File: src/rtl/dma_csr_pkg.sv
// Package: shared constants for the DMA channel register block.
// Assumes 32-bit registers and a four-word register window.
package dma_csr_pkg;
    localparam int REG_W    = 32;
    localparam int NUM_REGS = 4;
    localparam int IDX_W    = $clog2(NUM_REGS);
    localparam int IDX_LSB  = 2;

    localparam logic [REG_W-1:0] VERSION_WORD = 32'hA000_0000;
    localparam logic [REG_W-1:0] RO_MASK      = 32'hFE00_0007;

    localparam int BIT_PEND   = 0;
    localparam int BIT_IEN    = 4;
    localparam int BIT_DRAIN  = 6;
    localparam int BIT_RESET  = 7;
    localparam int BIT_DMAEN  = 9;
    localparam int BIT_LOADED = 26;

    // Writable bits that are actually held in flops (command bits excluded)
    localparam logic [REG_W-1:0] STORE_MASK =
        ~RO_MASK & ~(32'h1 << BIT_DRAIN) & ~(32'h1 << BIT_RESET);

    typedef enum logic [IDX_W-1:0] {
        IDX_CSR  = 2'd0,
        IDX_ADDR = 2'd1,
        IDX_AUX0 = 2'd2,
        IDX_AUX1 = 2'd3
    } reg_idx_e;
endpackage

File: src/rtl/dma_irq_gate.sv
// Module: tracks a level interrupt input through a pending bit and gates
// it with the interrupt enable. Assumes irq_in is already synchronous.
// ien_next is the enable value that will hold after this clock.
module dma_irq_gate (
    input  logic clk,
    input  logic rst_n,
    input  logic irq_in,
    input  logic ien_next,
    output logic pending,
    output logic irq_out
);
    logic irq_prev_q;
    logic pend_next;

    // Pending follows sampled edges of the input
    always_comb begin
        pend_next = pending;
        if (irq_in && !irq_prev_q)
            pend_next = 1'b1;
        else if (!irq_in && irq_prev_q && pending)
            pend_next = 1'b0;
    end

    // Edge history, pending bit and gated output
    always_ff @(posedge clk) begin
        if (!rst_n) begin
            irq_prev_q <= 1'b0;
            pending    <= 1'b0;
            irq_out    <= 1'b0;
        end else begin
            irq_prev_q <= irq_in;
            pending    <= pend_next;
            irq_out    <= ien_next & pend_next;
        end
    end
endmodule

File: src/rtl/dma_addr_counter.sv
// Module: transfer address register with software load and hardware
// advance. A load has priority over an advance in the same cycle.
// Also keeps the sticky "address loaded" flag.
module dma_addr_counter #(
    parameter int REG_W = 32,
    parameter int LEN_W = 16
) (
    input  logic             clk,
    input  logic             rst_n,
    input  logic             load,
    input  logic [REG_W-1:0] load_val,
    input  logic             adv,
    input  logic [LEN_W-1:0] adv_len,
    output logic [REG_W-1:0] addr,
    output logic             loaded
);
    localparam int PAD_W = REG_W - LEN_W;

    logic [REG_W-1:0] step;

    // Zero-extend the byte count to register width
    assign step = {{PAD_W{1'b0}}, adv_len};

    // Address update: load wins, otherwise advance
    always_ff @(posedge clk) begin
        if (!rst_n) begin
            addr   <= '0;
            loaded <= 1'b0;
        end else if (load) begin
            addr   <= load_val;
            loaded <= 1'b1;
        end else if (adv) begin
            addr   <= addr + step;
        end
    end
endmodule

File: src/rtl/dma_csr_block.sv
// Module: register block of one DMA channel. Decodes word accesses,
// holds the status word and scratch words, and drives the peripheral
// reset pulse, the DMA enable and the gated interrupt.
// Assumes ADDR_W > 4 and single-cycle accesses without back-pressure.
module dma_csr_block
    import dma_csr_pkg::*;
#(
    parameter int ADDR_W = 8,
    parameter int LEN_W  = 16
) (
    input  logic              clk,
    input  logic              rst_n,
    input  logic              bus_valid,
    input  logic              bus_write,
    input  logic [ADDR_W-1:0] bus_addr,
    input  logic [REG_W-1:0]  bus_wdata,
    output logic [REG_W-1:0]  bus_rdata,
    input  logic              periph_irq,
    input  logic              xfer_valid,
    input  logic [LEN_W-1:0]  xfer_len,
    output logic              irq_out,
    output logic              periph_reset_out,
    output logic              dma_en_out
);
    localparam int NUM_AUX = NUM_REGS - 2;

    logic [IDX_W-1:0] idx;
    logic             wr, rd, wr_csr, wr_addr;
    logic [REG_W-1:0] ctrl_q;
    logic [REG_W-1:0] csr_word;
    logic [REG_W-1:0] addr_word;
    logic [REG_W-1:0] aux_q [NUM_AUX];
    logic             pending, loaded, ien_next, rst_pulse_q;
    logic             unused_addr;

    // Access decode
    assign idx         = bus_addr[IDX_LSB +: IDX_W];
    assign unused_addr = ^{bus_addr[ADDR_W-1:IDX_LSB+IDX_W], bus_addr[IDX_LSB-1:0]};
    assign wr          = bus_valid & bus_write;
    assign rd          = bus_valid & ~bus_write;
    assign wr_csr      = wr && (idx == IDX_CSR);
    assign wr_addr     = wr && (idx == IDX_ADDR);

    // Stored writable part of the status word
    always_ff @(posedge clk) begin
        if (!rst_n)
            ctrl_q <= '0;
        else if (wr_csr)
            ctrl_q <= bus_wdata & STORE_MASK;
    end

    // One-cycle peripheral reset pulse
    always_ff @(posedge clk) begin
        if (!rst_n)
            rst_pulse_q <= 1'b0;
        else
            rst_pulse_q <= wr_csr & bus_wdata[BIT_RESET];
    end

    // Enable value after this clock, seen by the interrupt gate
    assign ien_next = wr_csr ? bus_wdata[BIT_IEN] : ctrl_q[BIT_IEN];

    dma_irq_gate u_irq (
        .clk      (clk),
        .rst_n    (rst_n),
        .irq_in   (periph_irq),
        .ien_next (ien_next),
        .pending  (pending),
        .irq_out  (irq_out)
    );

    dma_addr_counter #(.REG_W(REG_W), .LEN_W(LEN_W)) u_addr (
        .clk      (clk),
        .rst_n    (rst_n),
        .load     (wr_addr),
        .load_val (bus_wdata),
        .adv      (xfer_valid),
        .adv_len  (xfer_len),
        .addr     (addr_word),
        .loaded   (loaded)
    );

    // Scratch words, one flop bank per index
    for (genvar g = 0; g < NUM_AUX; g++) begin : g_aux
        always_ff @(posedge clk) begin
            if (!rst_n)
                aux_q[g] <= '0;
            else if (wr && (idx == IDX_W'(g + 2)))
                aux_q[g] <= bus_wdata;
        end
    end

    // Assemble the visible status word
    always_comb begin
        csr_word             = VERSION_WORD | (ctrl_q & STORE_MASK);
        csr_word[BIT_LOADED] = loaded;
        csr_word[BIT_PEND]   = pending;
    end

    // Zero-wait read mux
    always_comb begin
        bus_rdata = '0;
        if (rd) begin
            case (idx)
                IDX_CSR:  bus_rdata = csr_word;
                IDX_ADDR: bus_rdata = addr_word;
                IDX_AUX0: bus_rdata = aux_q[0];
                default:  bus_rdata = aux_q[NUM_AUX-1];
            endcase
        end
    end

    assign periph_reset_out = rst_pulse_q;
    assign dma_en_out       = ctrl_q[BIT_DMAEN];
endmodule

File: config.mk
export PLATFORM = sky130hd
export DESIGN_NAME = dma_csr_block
export DESIGN_NICKNAME = d
export VERILOG_FILES = /design/src/rtl/dma_csr_pkg.sv /design/src/rtl/dma_irq_gate.sv /design/src/rtl/dma_addr_counter.sv /design/src/rtl/dma_csr_block.sv
export SDC_FILE = /design/constraint.sdc
export NUM_CORES = 1
export LEC_CHECK = 0
export BUFFER_PORTS_ARGS = -buffer_cell sky130_fd_sc_hd__buf_2
export CAP_MARGIN = 10
export CORE_ASPECT_RATIO = 1.4
export CORE_MARGIN = 2
export CORE_UTILIZATION = 25
export CTS_BUF_LIST = sky130_fd_sc_hd__clkbuf_16
export DETAILED_ROUTE_END_ITERATION = 10
export RECOVER_POWER = 50
export SLEW_MARGIN = 20
export SYNTH_ARGS = -nofsm -noshare
export SYNTH_HDL_FRONTEND = slang
export SYNTH_SLANG_ARGS = --single-unit
export TNS_END_PERCENT = 1
File: constraint.sdc
create_clock -name clk -period 4.83 [get_ports clk]
set_input_delay 0.7245 -clock clk [delete_from_list [all_inputs] [get_ports clk]]
set_output_delay 0.7245 -clock clk [all_outputs]
set_load 0.05 [all_outputs]
### After elaboration in Yosys (flattened, before gate mapping)

Memories as Yosys holds them, arrays and structs flattened.
Cells that the tools add are included.

| word-level totals | value |
|---|---|
| word-level logic and storage cells | 46 |
| bits in registers | 57 |
| output and inout bits | 35 |
| memories | 1 |
| memory bits (writable) | 64 |

| cells by class | value |
|---|---|
| equality and inequality tests | 3 |
| add/subtract/negate cells | 1 |
| reductions and logical operators | 11 |
| mux-type cells | 16 |
| bitwise logic cells | 7 |

Memory list:

| name | depth | bits a word | read ports | clocked after Yosys merged registers in | wr ports | line | source |
|---|---|---|---|---|---|---|---|
| aux_q | 2 | 32 | 2 | 0 | 2 | dma_csr_block.sv:32 | `logic [REG_W-1:0] aux_q [NUM_AUX];` |

Operators with widths:

| operator | count |
|---|---|
| $mux 32 | 5 |
| $pmux 32 s3 | 1 |
| $add 32x16->32 | 1 |
| $mux 1 | 10 |
| $logic_and 1x1->1 | 7 |
| $and 1x1->1 | 4 |
| $eq 2x2->1 const B | 2 |
| $eq 2x1->1 const B | 1 |
| $logic_not 1->1 | 2 |
| $logic_not 2->1 | 1 |
| $or 1x1->1 | 2 |
| $reduce_bool 2->1 | 1 |
| $not 1->1 | 1 |

### Logic depth before layout (Yosys ltp)

| depth | value |
|---|---|
| depth in word-level cells | 6 |
| gate-level depth with buffers | 9 |

### Hierarchy

Synthesis repeated with hierarchy kept, for this count alone.

| unflattened totals | value |
|---|---|
| cell total of the unflattened synthesis | 715 |
| area total of the unflattened synthesis | 6857.8 um^2 |

By module, submodules not included:

| module | area an instance (um^2) | sequential area each (um^2) | times used | cells an instance |
|---|---|---|---|---|
| dma_csr_block | 4231.6 | 2342.2 | 1 | 386 |
| dma_addr_counter | 2532.4 | 660.6 | 1 | 320 |
| dma_irq_gate | 93.8 | 60.1 | 1 | 9 |

### Least setup slack after synthesis

No wires, ideal clock.

| path | value |
|---|---|
| kind | input to register |
| start | input port bus_addr[2] |
| end | memory aux_q[0][0], enable pin |
| library setup time | 0.466 ns |
| slack | 0.732 ns |
| data required time | 4.364 ns |
| arrival | 3.632 ns |
| cell stages on the path | 4 |
| path through | buf_2 -> buf_2 -> buf_2 -> o21ai_0 |

RTL lines:

| what | line | source |
|---|---|---|
| from (decl) | dma_csr_block.sv:15 | `input logic [ADDR_W-1:0] bus_addr,` |
| to (decl) | dma_csr_block.sv:32 |  |

### Final worst setup path

| path | value |
|---|---|
| start | input port bus_addr[3] |
| end | output port bus_rdata[3] |

| on the way | value |
|---|---|
| cells in the longest elaborated chain, start to end | 3 |

RTL lines:

| what | line | source |
|---|---|---|
| $eq 2x2->1 (tied with other cells) | dma_csr_block.sv:104 | `case (idx)` |
| $pmux 32 s3 * | dma_csr_block.sv:104 |  |
| $mux 32 * | dma_csr_block.sv:103 | `if (rd) begin` |
| to (decl) | dma_csr_block.sv:17 | `output logic [REG_W-1:0] bus_rdata,` |

Mark *: on every way between the ends. The rest lies on a longest branch, timed or not.

==> reports/results.ini <==
[clock_network]
clock-sinks = 121
cts_setup_buffers = 0
cts_made_buffers = 17
post_cts_resized = 0
clockBufferDepth = 2
ctsHoldBuffers = 0
cts_tree = built
clock-root-buffer = clkbuf_16
h-tree-depth = 4
clock_latency_ns = 0.42
path_clk_slew_ns = 0.05

[floorplanning]
chipWidth_um = 142
core_area_um2 = 26100
start_util_pct = 25.4
pin_count = 97
rows = 70
dieArea_um2 = 27900
die_h_um = 197

[global_routing]
grt_max_degree = 38
grt_use_total_pct = 14.4
antenna_found_initial = 5
overflow = 0
grt_pass1_vias = 5312
grt_pass1_wl_um = 30400

[cells_and_area]
syn_to_final_growth_pct = 19.9
final_cell_mix = buf_2, nand2_1, edfxtp_1, dfxtp_1, and2_1
filler_cell_count = 2707
seq_area_um2 = 3060
multi_input_area_um2 = 3360
final_common_cell = buf_2
fin_nets = 804
final_area_um2 = 7970
drive_above_1_share_pct = 22.8
utilization_pct = 30.5

[drt]
drc = 0
via_per_inst = 5.01
dr.pass1.iters = 4
detail-route-antenna-nets = 0
routed_wl_um = 19900
drt_iter0_drc = 333
vias = 5329
wl_per_cell_um = 18.7

[critical_path]
cp.arrival_ns = 3.17
crit_type = input port to output pin
startpoint_type = input port
critical_path_required_ns = 4.11
cp-end-kind = output pin
critPathMaxFanout = 19

[synthesis]
syn-instance-count = 648
avgSynthCellArea_um2 = 10.2
synth-seq-cells = 121
yosys_warnings = 0
netlist_area_um2 = 6640
yosysSeqAreaShare_pct = 46.1
yosys-top-cells-area = edfxtp_1, dfxtp_1, mux4_2, and2_1, a21oi_1
synth.distinct_cells = 59
syn-num-nets = 727
synth_flop_cell = edfxtp_1
yosys.area.top_type = edfxtp_1
synth_edf_count = 64
synth_top_area_share_pct = 28.9
async_reset_ff_share_pct = 0

[sta]
setup_tns_ns = 0
setup_viol = 0
grt_setup_unrepaired = no
clock_skew_ns = 0.00717
slew_violations = 31
fmax_ghz = 0.257
worst_slew_pin_slew_ns = 1.58
slew-limit-headroom_pct = -5.16
finalCritPeriodShare_pct = 80.7
period_needed_ns = 3.90
fin_hold_ws_ns = 0.453
hold_viol_final = 0

[place]
hpwl_um = 14000
place_area_um2 = 7440
gp_congestion = 0.810
numPortBuffers = 90

[power]
vdd_ir_drop_max_mv = 0.210
total_power_mw = 2.85
leakage_nw = 3.00
p_per_area_nw_per_um2 = 358

[status]
violations = capacitance limit, slew limit
outcome = finished with violations

[job]
drv_cap = 1

[worst_hold_path]
min_path_type = flip-flop to flip-flop

==> cell families (layout without fill, tap and decap cells) <==
group	after synthesis	after routing	synth area share [%]
other	0	1	0
and+or+nand+nor	252	252	20.0
buffers and inverters	58	148	3.58
adders and majority gates	17	17	3.32
muxes	39	39	10.2
xor gates and xnor gates	11	11	1.45
DFF	121	121	46.1
AOI/OAI and AO/OA	150	150	15.3
==> worst max-delay path, cell delays in order <==
cell and delay (ns):
clkbuf_1 0.98, buf_4 0.47, mux4_2 0.53, nor2b_1 0.18, buf_2 0.27
==> final cells by class <==
class / count / share of cell area (%)
multi-input combinational: 469 / 42.2
timing repair buffer: 102 / 6.72
antenna: 1 / 0.0314
tap: 324 / 5.09
inverter: 14 / 0.660
clock inverter: 15 / 1.52
clock buffer: 17 / 5.34
sequential: 121 / 38.5
==> routing by layer <==
metal  part of all wire (%)  vias up  GRT usage (%)
li1                       -     2532              -
met1                     39     2618           16.2
met2                     53      151           26.6
met3                    5.4       24           3.23
met4                    1.8        4           4.96
met5                  0.090        -              0
==> stage by stage <==
stage / setup WS [ns] / std cells
after floorplan: 0.732 / 648
final: 0.934 / 1063
after global placement: 1.33 / 1030
after CTS: 1.34 / 1062
after detailed placement: 1.35 / 1030
after global routing: 0.834 / 1062
==> sequential cells by signal, indices dropped and copies added (netlist names) <==
name / flops
u_addr.loaded: 1
ctrl_q: 20
aux_q: 64
periph_reset_out: 1
u_addr.addr: 32
u_irq.pending: 1
u_irq.irq_out: 1
u_irq.irq_prev_q: 1
==> power breakdown <==
group          leakage (nW)  switching, mW  internal [mW]
Combinational          1.64          0.279          0.185
Clock                 0.280          0.460          0.740
Sequential             1.08         0.0377           1.15
==> cells in the mapped netlist (all sizes together), types with 10 or more instances <==
cell type and instances:
clkbuf 32, nor3 10, nor2 29, nand2 65
ha 16, nand3 17, dfxtp 57, and2 67
a21oi 52, o21ai 31, inv 14, buf 12
edfxtp 64, mux4 22, mux2 10, nor2b 26
==> worst paths after layout <==
kind	end	cells past startpoint	slack, ns	startpoint
worst max-delay path	bus_rdata[3]	5	0.93	bus_addr[3]
worst min-delay path	ctrl_q[8]$_SDFFE_PN0P_	2	0.45	ctrl_q[8]$_SDFFE_PN0P_
worst max register to register	u_addr.addr[24]$_SDFFE_PN0P_	8	1.92	u_addr.addr[0]$_SDFFE_PN0P_
worst min register to register	ctrl_q[8]$_SDFFE_PN0P_	2	0.45	ctrl_q[8]$_SDFFE_PN0P_
Note: power is estimated with default switching activity, not from simulation.
